## src/rtl/irq_agg_pkg.sv

```systemverilog
package irq_agg_pkg;
  localparam int AW      = 4;
  localparam int NSUM    = 10;
  localparam int S2_MISC = 9;

  localparam int P_TXOK  = 0;
  localparam int P_TXDSC = 1;
  localparam int P_TXERR = 2;
  localparam int P_TXEOL = 3;
  localparam int P_TXURN = 4;
  localparam int P_HIU   = 5;
  localparam int P_BCN   = 6;
  localparam int P_ORN   = 7;
  localparam int P_URN   = 8;
  localparam int P_TRIG  = 9;

  localparam logic [AW-1:0] A_PRIM  = 4'd0;
  localparam logic [AW-1:0] A_S0    = 4'd1;
  localparam logic [AW-1:0] A_S1    = 4'd2;
  localparam logic [AW-1:0] A_S2    = 4'd3;
  localparam logic [AW-1:0] A_S3    = 4'd4;
  localparam logic [AW-1:0] A_S4    = 4'd5;
  localparam logic [AW-1:0] A_PMASK = 4'd6;
  localparam logic [AW-1:0] A_SMASK = 4'd7;
  localparam logic [AW-1:0] A_GEN   = 4'd8;
  localparam logic [AW-1:0] A_PEND  = 4'd9;
endpackage

```

## src/rtl/irq_agg_bank.sv

```systemverilog
module irq_agg_bank #(
  parameter int W = 8
) (
  input  logic         clk_i,
  input  logic         rst_i,
  input  logic [W-1:0] set_i,
  input  logic [W-1:0] clr_i,
  output logic [W-1:0] q_o
);
  // set has priority over clear
  always_ff @(posedge clk_i) begin
    if (rst_i) q_o <= '0;
    else       q_o <= (q_o & ~clr_i) | set_i;
  end
endmodule

```

## src/rtl/irq_agg_sum.sv

```systemverilog
module irq_agg_sum import irq_agg_pkg::*; #(
  parameter int NQ = 4
) (
  input  logic [2*NQ-1:0]      s0_i,
  input  logic [2*NQ-1:0]      s1_i,
  input  logic [NQ+S2_MISC-1:0] s2_i,
  input  logic [NQ+S2_MISC-1:0] s2_mask_i,
  input  logic [2*NQ-1:0]      s3_i,
  input  logic [NQ-1:0]        s4_i,
  output logic [NSUM-1:0]      sum_o
);
  logic [NQ+S2_MISC-1:0] s2m;

  always_comb begin
    s2m            = s2_i & s2_mask_i;
    sum_o          = '0;
    sum_o[P_TXOK]  = |s0_i[NQ-1:0];
    sum_o[P_TXDSC] = |s0_i[2*NQ-1:NQ];
    sum_o[P_TXERR] = |s1_i[NQ-1:0];
    sum_o[P_TXEOL] = |s1_i[2*NQ-1:NQ];
    sum_o[P_TXURN] = |s2m[NQ-1:0];
    sum_o[P_HIU]   = |s2m[NQ+2:NQ];
    sum_o[P_BCN]   = |s2m[NQ+8:NQ+3];
    sum_o[P_ORN]   = |s3_i[NQ-1:0];
    sum_o[P_URN]   = |s3_i[2*NQ-1:NQ];
    sum_o[P_TRIG]  = |s4_i;
  end
endmodule

```

## src/rtl/irq_agg.sv

```systemverilog
module irq_agg import irq_agg_pkg::*; #(
  parameter int NQ   = 4,
  parameter int NDIR = 4,
  parameter int DW   = 32
) (
  input  logic                  clk_i,
  input  logic                  rst_i,
  input  logic [AW-1:0]         bus_addr_i,
  input  logic                  bus_we_i,
  input  logic [DW-1:0]         bus_wdata_i,
  output logic [DW-1:0]         bus_rdata_o,
  input  logic [2*NQ-1:0]       ev_s0_i,
  input  logic [2*NQ-1:0]       ev_s1_i,
  input  logic [NQ+S2_MISC-1:0] ev_s2_i,
  input  logic [2*NQ-1:0]       ev_s3_i,
  input  logic [NQ-1:0]         ev_s4_i,
  input  logic [NDIR-1:0]       ev_dir_i,
  output logic                  irq_o
);
  localparam int PW  = NSUM + NDIR;
  localparam int S0W = 2 * NQ;
  localparam int S2W = NQ + S2_MISC;
  localparam int S4W = NQ;

  logic [S0W-1:0]  s0_q, s1_q, s3_q, clr0, clr1, clr3;
  logic [S2W-1:0]  s2_q, clr2, smask_q;
  logic [S4W-1:0]  s4_q, clr4;
  logic [NDIR-1:0] dir_q, clr_dir;
  logic [NSUM-1:0] sum;
  logic [PW-1:0]   prim, pmask_q, pw;
  logic            gen_q, req, wr_prim;

  assign wr_prim = bus_we_i && (bus_addr_i == A_PRIM);
  assign pw      = wr_prim ? bus_wdata_i[PW-1:0] : '0;

  // software clears: direct write-one plus group clears from the primary
  always_comb begin
    clr0 = '0; clr1 = '0; clr2 = '0; clr3 = '0; clr4 = '0;
    if (bus_we_i) begin
      case (bus_addr_i)
        A_S0:    clr0 = bus_wdata_i[S0W-1:0];
        A_S1:    clr1 = bus_wdata_i[S0W-1:0];
        A_S2:    clr2 = bus_wdata_i[S2W-1:0];
        A_S3:    clr3 = bus_wdata_i[S0W-1:0];
        A_S4:    clr4 = bus_wdata_i[S4W-1:0];
        default: ;
      endcase
    end
    clr0 = clr0 | {{NQ{pw[P_TXDSC]}}, {NQ{pw[P_TXOK]}}};
    clr1 = clr1 | {{NQ{pw[P_TXEOL]}}, {NQ{pw[P_TXERR]}}};
    clr2[NQ-1:0]    = clr2[NQ-1:0]    | {NQ{pw[P_TXURN]}};
    clr2[NQ+2:NQ]   = clr2[NQ+2:NQ]   | {3{pw[P_HIU]}};
    clr2[NQ+8:NQ+3] = clr2[NQ+8:NQ+3] | {6{pw[P_BCN]}};
    clr3 = clr3 | {{NQ{pw[P_URN]}}, {NQ{pw[P_ORN]}}};
    clr4 = clr4 | {NQ{pw[P_TRIG]}};
    clr_dir = pw[PW-1:NSUM];
  end

  irq_agg_bank #(.W(S0W))  u_s0  (.clk_i, .rst_i, .set_i(ev_s0_i),  .clr_i(clr0),    .q_o(s0_q));
  irq_agg_bank #(.W(S0W))  u_s1  (.clk_i, .rst_i, .set_i(ev_s1_i),  .clr_i(clr1),    .q_o(s1_q));
  irq_agg_bank #(.W(S2W))  u_s2  (.clk_i, .rst_i, .set_i(ev_s2_i),  .clr_i(clr2),    .q_o(s2_q));
  irq_agg_bank #(.W(S0W))  u_s3  (.clk_i, .rst_i, .set_i(ev_s3_i),  .clr_i(clr3),    .q_o(s3_q));
  irq_agg_bank #(.W(S4W))  u_s4  (.clk_i, .rst_i, .set_i(ev_s4_i),  .clr_i(clr4),    .q_o(s4_q));
  irq_agg_bank #(.W(NDIR)) u_dir (.clk_i, .rst_i, .set_i(ev_dir_i), .clr_i(clr_dir), .q_o(dir_q));

  irq_agg_sum #(.NQ(NQ)) u_sum (
    .s0_i(s0_q), .s1_i(s1_q), .s2_i(s2_q), .s2_mask_i(smask_q),
    .s3_i(s3_q), .s4_i(s4_q), .sum_o(sum)
  );

  assign prim = {dir_q, sum};
  assign req  = gen_q & (|(prim & pmask_q));

  always_ff @(posedge clk_i) begin
    if (rst_i) begin
      pmask_q <= '0;
      smask_q <= '0;
      gen_q   <= 1'b0;
      irq_o   <= 1'b0;
    end else begin
      irq_o <= req;
      if (bus_we_i) begin
        case (bus_addr_i)
          A_PMASK: pmask_q <= bus_wdata_i[PW-1:0];
          A_SMASK: smask_q <= bus_wdata_i[S2W-1:0];
          A_GEN:   gen_q   <= bus_wdata_i[0];
          default: ;
        endcase
      end
    end
  end

  always_ff @(posedge clk_i) begin
    if (rst_i) bus_rdata_o <= '0;
    else begin
      case (bus_addr_i)
        A_PRIM:  bus_rdata_o <= DW'(prim);
        A_S0:    bus_rdata_o <= DW'(s0_q);
        A_S1:    bus_rdata_o <= DW'(s1_q);
        A_S2:    bus_rdata_o <= DW'(s2_q);
        A_S3:    bus_rdata_o <= DW'(s3_q);
        A_S4:    bus_rdata_o <= DW'(s4_q);
        A_PMASK: bus_rdata_o <= DW'(pmask_q);
        A_SMASK: bus_rdata_o <= DW'(smask_q);
        A_GEN:   bus_rdata_o <= DW'(gen_q);
        A_PEND:  bus_rdata_o <= DW'(req);
        default: bus_rdata_o <= '0;
      endcase
    end
  end
endmodule

```

## config.mk

```make
export PLATFORM = sky130hd
export DESIGN_NAME = irq_agg
export DESIGN_NICKNAME = d
export VERILOG_FILES = /design/src/rtl/irq_agg_pkg.sv /design/src/rtl/irq_agg_bank.sv /design/src/rtl/irq_agg_sum.sv /design/src/rtl/irq_agg.sv
export SDC_FILE = /design/constraint.sdc
export NUM_CORES = 1
export LEC_CHECK = 0
export ABC_AREA = 1
export BUFFER_PORTS_ARGS = -buffer_cell sky130_fd_sc_hd__buf_4
export CAP_MARGIN = 20
export CORE_UTILIZATION = 47
export CTS_CLUSTER_DIAMETER = 120
export DETAILED_ROUTE_END_ITERATION = 12
export GPL_ROUTABILITY_DRIVEN = 0
export PLACE_DENSITY = 0.81
export SLEW_MARGIN = 5
export SYNTH_ARGS = -nofsm -noshare
export SYNTH_HDL_FRONTEND = slang
export SYNTH_SLANG_ARGS = --single-unit
```

## constraint.sdc

```tcl
create_clock -name clk_i -period 1.16 [get_ports clk_i]
set_input_delay 0.174 -clock clk_i [delete_from_list [all_inputs] [get_ports clk_i]]
set_output_delay 0.174 -clock clk_i [all_outputs]
set_load 0.005 [all_outputs]
```

# == Yosys cells after proc, flatten, opt, wreduce, memory -nomap -nowiden ==
# Cells that the tools add are included.
# totals
regBits,106
input_bits,84
out_inout_bits,33
elab_cells,76
# op_classes
n_eq_ne,9
muxes,12
bitwise_logic,28
reduce_logical,16
# op_table
op,count
$pmux 14 s10,1
$mux 8,6
$or 8x8->8,6
$reduce_or 4->1,8
$and 13x13->13,2
$mux 13,2
$and 8x8->8,3
$not 8->8,3
$eq 4x3->1 const B,4
$or 4x4->4,4
$and 14x14->14,1
$mux 14,1
$reduce_or 14->1,1
$not 13->13,1
$or 13x13->13,1
$and 4x4->4,2
$eq 4x2->1 const B,2
$eq 4x4->1 const B,2
$mux 4,2
$not 4->4,2
$or 6x6->6,1
$reduce_and 2->1,3
$reduce_or 6->1,1
$eq 4x1->1 const B,1
other kinds (5),5

# == Depth between registers and ports, before layout ==
# Gate-level depths: netlist of run 1.
# logic_depth
word_depth,7
mapped_depth,10
ltp_nobuf,10

# == Modules after synthesis ==
# A second synthesis of run 1 with hierarchy kept.
# hier_totals
cells_unflattened,704
hier_area_um2,4745.8
# modules_own_cells
module,instances,cells_each,area_per_inst_um2,seq_area_each_um2
irq_agg,1,433,2778.9,860.8
irq_agg_bank at u_s0 ...,3,41,331.6,160.2
irq_agg_bank at u_s2,1,66,520.5,260.2
irq_agg_bank at u_dir ...,2,20,145.1,80.1
irq_agg_sum,1,42,161.4,0.0

# == Least setup slack after synthesis of run 1 ==
# OpenSTA, ideal clock, no wires.
# synth_path
kind,input -> register
from,in bus_addr_i[0]
to,reg u_dir.q_o[0]
setup_time_ns,0.128
arrival_time_ns,1.018
required_ns,1.032
setup_slack_ns,0.015
path_stages,7
path_buffers,1
path_cell_list,nor2_2 nand2_4 nor2_4 clkbuf_8 nand2_1 a21oi_1 nor2_1
# synth_via
elab_chain_len,6
# synth_rtl
element,line,rtl
"start, declared",irq_agg.sv:8,"input logic [AW-1:0] bus_addr_i,"
$logic_not 4->1,irq_agg.sv:33,assign wr_prim = bus_we_i && (bus_addr_i == A_PRIM);
$logic_and 1x1->1,irq_agg.sv:33,
$mux 14,irq_agg.sv:34,assign pw = wr_prim ? bus_wdata_i[PW-1:0] : '0;
$not 4->4,irq_agg_bank.sv:13,else q_o <= (q_o & ~clr_i) | set_i;
$and 4x4->4,irq_agg_bank.sv:13,
$or 4x4->4,irq_agg_bank.sv:13,
"end signal, assigned",irq_agg_bank.sv:13,
"end, declared",irq_agg_bank.sv:8,output logic [W-1:0] q_o
# No other way between the ends.
# A chain may end at the register's enable or synchronous reset.

# == Final worst setup path of run 1 ==
# layout_path
from,reg u_s1.q_o[1]
to,reg bus_rdata_o[0]
# layout_via
elab_chain_len,5
# layout_rtl
element,line,rtl
"start, declared",irq_agg_bank.sv:8,
"start signal, assigned",irq_agg_bank.sv:13,
$reduce_or 4->1,irq_agg_sum.sv:19,sum_o[P_TXERR] = |s1_i[NQ-1:0];
$and 14x14->14,irq_agg.sv:72,assign req = gen_q & (|(prim & pmask_q));
$reduce_or 14->1,irq_agg.sv:72,
$and 1x1->1,irq_agg.sv:72,
$pmux 14 s10,irq_agg.sv:96,case (bus_addr_i)
"end signal, assigned",irq_agg.sv:97,A_PRIM: bus_rdata_o <= DW'(prim);
"end signal, assigned",irq_agg.sv:98,A_S0: bus_rdata_o <= DW'(s0_q);
"end signal, assigned",irq_agg.sv:99,A_S1: bus_rdata_o <= DW'(s1_q);
"end, declared",irq_agg.sv:11,"output logic [DW-1:0] bus_rdata_o,"
# No other way between the ends.

==> flow_metrics.py, run 1 <==
metrics = {
    "synth": {
        "syn_inst": 574,
        "ys_async_sr_fraction": 0,
        "avgSynthCellArea_sq_um": 7.35,
        "yosysTopAreaCell": "dfxtp_1",
        "ys_ff_latch": 88,
        "synth_top_area_share": 0.418,
        "synth.distinct_cells": 31,
        "synth-main-ff-cell": "dfxtp_1",
        "yosysSeqAreaShare": 0.418,
        "synth_most_common_cell": "nand2_1",
        "ys_top_cells_by_count": "nand2_1 (104), dfxtp_1 (88), inv_1 (83)",
        "synth_edf_count": 0,
        "yosysWarnings": 0,
        "yosys-top-cells-area": "dfxtp_1 (42%), a21oi_1 (9.3%), nand2_1 (9.3%)",
        "netlist_area_sq_um": 4220,
    },
    "floorplanning": {
        "ioPinCount": 117,
        "core_area_sq_um": 8720,
        "start_util": 0.484,
        "die_h_um": 96.7,
        "rows": 34,
        "dieArea_sq_um": 9360,
        "die_width_um": 96.7,
    },
    "sta": {
        "finalCriticalPeriod_ns": 1.25,
        "hold_viol": 0,
        "worst_slack_ns": -0.0871,
        "maxSlewViolCount": 0,
        "clock-skew-final_ns": 0.0133,
        "max_freq_ghz": 0.802,
        "rsz0062_at_grt": "yes",
        "period_share": 1.08,
        "setup_violations": 3,
    },
    "critical_path": {
        "slowest_delay_ns": 0.33,
        "cp.arrival_ns": 1.51,
        "worst-setup-path-type": "reg2reg",
        "worstPathMaxFanout": 2,
        "endpoint_kind": "flip-flop",
        "cp_slowest_cell": "dfxtp_1",
        "crit_path_frequent_cell": "nand2_1",
        "worstPathRequired_ns": 1.42,
        "path_cells": "nor2_2 > nand2_1 > nand2_1 > nand2_1 > inv_2 > nand2_2 > nor2_4 > nand2_2 > nand3_2 > a21oi_2",
        "cp-start-kind": "flip-flop",
    },
    "global_routing": {
        "grt_pass1_wl_mm": 20.6,
        "overflow": 0,
        "first_global_vias": 4422,
        "grt_max_degree": 33,
        "grtUsageTotal": 0.273,
        "antenna_found_initial": 0,
    },
    "layout": {
        "antenna_cells": 0,
        "fin_area_sq_um": 5870,
        "fin_util": 0.673,
        "drive_gt1_frac": 0.361,
        "syn_to_final_growth_pct": 39.2,
        "layout.nets": 811,
    },
    "place": {
        "port-buffer-count": 80,
        "placed_cell_area_sq_um": 5430,
        "pre_cts_slack_ns": -0.280,
        "hpwl_mm": 9.42,
    },
    "route": {
        "drt-pass1-iter-count": 6,
        "vias_per_cell": 5.47,
        "via_count": 4594,
        "wl_per_cell_um": 15.4,
        "drt_iter0_drc": 379,
        "drc_errors": 0,
        "antenna_left": 0,
        "routed_wl_mm": 13.0,
    },
    "power": {
        "peakVddDrop_v": 0.000773,
        "powerDensity_nw_per_um2": 1190,
        "p_leak_nw": 2.71,
    },
    "clock_tree": {
        "clk_pin_slew_ns": 0.10,
        "htreeDepth": 3,
        "clockRootBuffer": "clkbuf_8",
        "insertion_delay_ns": 0.37,
        "clk_path_buf_depth": 2,
        "numCtsBuffers": 9,
        "cts_tree": "done",
        "cts_sinks": 88,
    },
    "run_status": {
        "violations": "negative setup slack",
        "run_status": "finished, violations left",
    },
    "flow_run": {
        "cap_violations": 0,
    },
    "min_path": {
        "hp-class": "in2reg",
    },
}
==> final cells by class <==
type                       instances  area [sq um]
tap                              108           135
clock buffer                       9           124
sequential                        88          1780
multi-input combinational        376          2080
clock inverter                     7           120
fill                             708          2850
timing repair buffer             161          1280
inverter                          91           342
==> logic make-up (layout without fill, tap and decap cells) <==
logic type	count (synthesis)	count (layout)	synth area share
AND/OR/NAND/NOR	186	186	0.198
flip-flops	88	88	0.418
buffers and inverters	127	268	0.138
other	1	18	0.000889
AO/OA/AOI/OAI	172	172	0.246
==> what timing repair did <==
item	4_1_cts	5_1_grt
setup endpoints to repair	4	6
pin swaps	9	27
resized for setup	16	52
setup buffers	2	2
hold buffers	0	0
==> report_power, final <==
group / internal, W / leakage (nW) / switching [W]
registers: 0.00318 / 0.730 / 0.000103
logic: 0.000550 / 1.86 / 0.000549
clock network: 0.00143 / 0.119 / 0.00116
==> metal layers <==
layer,routed length (um),track usage,vias to the layer above,part of all wire
li1,-,-,2178,-
met1,5190,0.333,2125,0.40
met2,6280,0.462,238,0.48
met3,1050,0.0636,53,0.081
met4,422,0.113,0,0.033
met5,0,0,-,0
==> flip-flops by register name, summed over array words and instances (netlist names) <==
register	flops
bus_rdata_o	14
gen_q	1
irq_o	1
pmask_q	14
smask_q	13
u_dir.q_o	4
u_s0.q_o	8
u_s1.q_o	8
u_s2.q_o	13
u_s3.q_o	8
u_s4.q_o	4
==> path summary, 6_finish.rpt <==
| check | startpoint | end | slack, ns | cells past startpoint |
|---|---|---|---|---|
| worst min-delay path | ev_dir_i[0] | u_dir.q_o[0] | 0.007 | 3 |
| worst max register to register | u_s1.q_o[1] | bus_rdata_o[0] | -0.09 | 10 |
| worst min register to register | smask_q[5] | smask_q[5] | 0.47 | 2 |
| worst max-delay path | u_s1.q_o[1] | bus_rdata_o[0] | -0.09 | 10 |
==> worst max-delay path, delay by kind of cell (launching register included) <==
family	cells	cell delay [ns]
simple gates	8	0.69
buf+inv	1	0.06
compound gates	1	0.05
flops	1	0.33
==> metrics by stage <==
stage | hold slack [ns] | std cells | total power [W] | setup TNS, ns
final | 0.00703 | 840 | 0.00697 | -0.154
after global routing | 0.00792 | 840 | 0.00722 | -0.396
after CTS | 0.0151 | 838 | 0.00688 | -0.111
after detailed placement | 0.387 | 820 | 0.00433 | -11.81
after global placement | 0.382 | 820 | 0.00430 | -8.36
after floorplan | 0.291 | 591 | 0.00378 | 0
==> placed cells by master (no fill, tap or decap), types with 2 or more instances in the layout <==
| cell type | netlist | routed |
|---|---|---|
| clkinv_4 | 0 | 2 |
| a211oi_1 | 14 | 13 |
| o22ai_1 | 8 | 8 |
| nand4_1 | 2 | 2 |
| nand3_2 | 1 | 2 |
| conb_1 | 1 | 18 |
| o211ai_1 | 37 | 37 |
| o21ai_0 | 24 | 23 |
| dfxtp_2 | 0 | 18 |
| nand2_1 | 104 | 86 |
| bufinv_16 | 0 | 3 |
| buf_4 | 18 | 155 |
| a221oi_1 | 7 | 6 |
| nor2_4 | 4 | 10 |
| nand3_1 | 12 | 11 |
| inv_2 | 7 | 10 |
| nand2_2 | 4 | 22 |
| inv_1 | 83 | 80 |
| a21oi_2 | 0 | 2 |
| clkbuf_8 | 1 | 9 |
| buf_12 | 0 | 6 |
| nor2_2 | 2 | 12 |
| nor2_1 | 47 | 31 |
| dfxtp_1 | 88 | 70 |
| a21oi_1 | 78 | 76 |
| nand2_4 | 8 | 8 |
Note: power is estimated with default switching activity, not from simulation.
==> run 2: changes to the inputs <==
--- a/config.mk
+++ b/config.mk
@@ -12,6 +12,7 @@
 export CTS_CLUSTER_DIAMETER = 120
 export DETAILED_ROUTE_END_ITERATION = 12
 export GPL_ROUTABILITY_DRIVEN = 0
+export MAX_ROUTING_LAYER = met4
 export PLACE_DENSITY = 0.81
 export SLEW_MARGIN = 5
 export SYNTH_ARGS = -nofsm -noshare
==> run 2 against run 1 <==
The flow still finishes with violations (negative setup slack). Core utilization did not move. Die area is the same. Non-clock buffer count stayed put. Worst setup slack worse by 0.0068 ns. Power is essentially flat. Critical endpoint unchanged. Critical path depth unchanged.
==> flow_metrics.py, run 2 (same netlist as run 1, synthesis figures left out) <==
metrics = {
    "run_status": {
        "run_status": "finished, violations left",
        "violations": "negative setup slack",
    },
    "global_routing": {
        "antenna_found_initial": 0,
        "grt_pass1_wl_mm": 20.7,
        "grt_max_degree": 33,
        "overflow": 0,
        "grtUsageTotal": 0.281,
        "first_global_vias": 4421,
    },
    "critical_path": {
        "endpoint_kind": "flip-flop",
        "worstPathMaxFanout": 2,
        "r2r_start": "u_s1.q_o[1]",
        "worst-setup-path-type": "reg2reg",
        "cp.arrival_ns": 1.51,
        "cp-start-kind": "flip-flop",
        "worstPathRequired_ns": 1.42,
        "critPathLaunch": "u_s1.q_o[1]",
    },
    "power": {
        "peakVddDrop_v": 0.000762,
        "powerDensity_nw_per_um2": 1190,
        "p_leak_nw": 2.71,
    },
    "sta": {
        "max_freq_ghz": 0.797,
        "setup_violations": 3,
        "rsz0062_at_grt": "yes",
        "clock-skew-final_ns": 0.0135,
        "period_share": 1.08,
        "finalCriticalPeriod_ns": 1.25,
        "whs_ns": 0.0157,
        "worst_slack_ns": -0.0939,
        "maxSlewViolCount": 0,
        "fin_tns_setup_ns": -0.175,
        "hold_viol": 0,
    },
    "floorplanning": {
        "rows": 34,
        "die_width_um": 96.7,
        "core_area_sq_um": 8720,
        "start_util": 0.484,
        "die_h_um": 96.7,
        "ioPinCount": 117,
        "dieArea_sq_um": 9360,
    },
    "place": {
        "pre_cts_slack_ns": -0.280,
        "hpwl_mm": 9.42,
        "placed_cell_area_sq_um": 5430,
        "dp_cells": 820,
        "port-buffer-count": 80,
    },
    "route": {
        "highest_layer": "met4",
        "antenna_left": 0,
        "drt_iter0_drc": 382,
        "via_count": 4606,
        "routed-wl-met3_mm": 1.05,
        "wl_met1_mm": 5.18,
        "drc_errors": 0,
        "vias_per_cell": 5.48,
        "wl_per_cell_um": 15.5,
        "routed_wl_mm": 13.0,
        "route.met2.wl_mm": 6.40,
        "drt-pass1-iter-count": 6,
    },
    "layout": {
        "drive_gt1_frac": 0.361,
        "multi_input_area_sq_um": 2080,
        "fin_area_sq_um": 5870,
        "instances_no_fill": 840,
        "layout_commonest_cell": "buf_4",
        "antenna_cells": 0,
        "layout.nets": 811,
        "ff_latch_area_sq_um": 1780,
        "n_fill_cell": 708,
        "final_cell_mix": "buf_4 (155), nand2_1 (86), inv_1 (80)",
        "syn_to_final_growth_pct": 39.2,
        "reg.largest.list": "bus_rdata_o (14), pmask_q (14)",
    },
    "clock_tree": {
        "insertion_delay_ns": 0.37,
        "cts_tree": "done",
        "cts_sinks": 88,
        "clk_path_buf_depth": 2,
        "holdBufCountCts": 0,
        "clockRootBuffer": "clkbuf_8",
        "htreeDepth": 3,
        "numCtsBuffers": 9,
        "clk_pin_slew_ns": 0.10,
    },
    "min_path": {
        "hp-class": "in2reg",
        "min_from": "ev_dir_i[0]",
    },
    "flow_run": {
        "cap_violations": 0,
    },
}
## run 2: cell counts in the layout (fill, tap and decap cells not counted)
Identical to the previous run, type by type.
## run 2: power by group
part	leakage (nW)	internal, W	switching (W)	total, W
Combinational	1.86	0.000550	0.000551	0.00110
Clock	0.119	0.00143	0.00115	0.00258
Sequential	0.730	0.00318	0.000104	0.00328
Total	2.71	0.00516	0.00180	0.00697
## run 2: path summary, 6_finish.rpt
check	cells after the start	slack, ns	endpoint
worst min-delay path	3	0.02	u_dir.q_o[0]
worst max register to register	10	-0.09	bus_rdata_o[0]
worst max-delay path	10	-0.09	bus_rdata_o[0]
worst min register to register	2	0.47	smask_q[5]
## run 2: critical path, cell delays in order, from the launching register on
cell	delay, ns
dfxtp_1	0.33
nor2_2	0.14
nand2_1	0.07
nand2_1	0.06
nand2_1	0.07
inv_2	0.06
nand2_2	0.08
nor2_4	0.12
nand2_2	0.09
nand3_2	0.07
a21oi_2	0.05
## run 2: layout make-up
class	instances	area share
multi-input combinational	376	0.355
sequential	88	0.304
timing repair buffer	161	0.219
inverter	91	0.0582
tap	108	0.0230
clock buffer	9	0.0211
clock inverter	7	0.0205
## run 2: repair_timing
| item | CTS | global route |
|---|---|---|
| gates cloned | 0 | 0 |
| pin swaps | 9 | 27 |
| resized for setup | 16 | 52 |
| buffers inserted | 2 | 2 |
| setup endpoints to repair | 4 | 6 |
## run 2: stage by stage
stage           util  power (W)
5_1_grt        0.673    0.00722
3_5_place_dp   0.623    0.00433
6_report       0.673    0.00697
4_1_cts        0.656    0.00688
3_3_place_gp   0.623    0.00430
2_1_floorplan      -    0.00378
## run 2: per-layer routing
metal  up-vias  track usage
li1       2172            -
met1      2156        0.335
met2       233        0.461
met3        45       0.0629
met4         0        0.113
met5         -            -
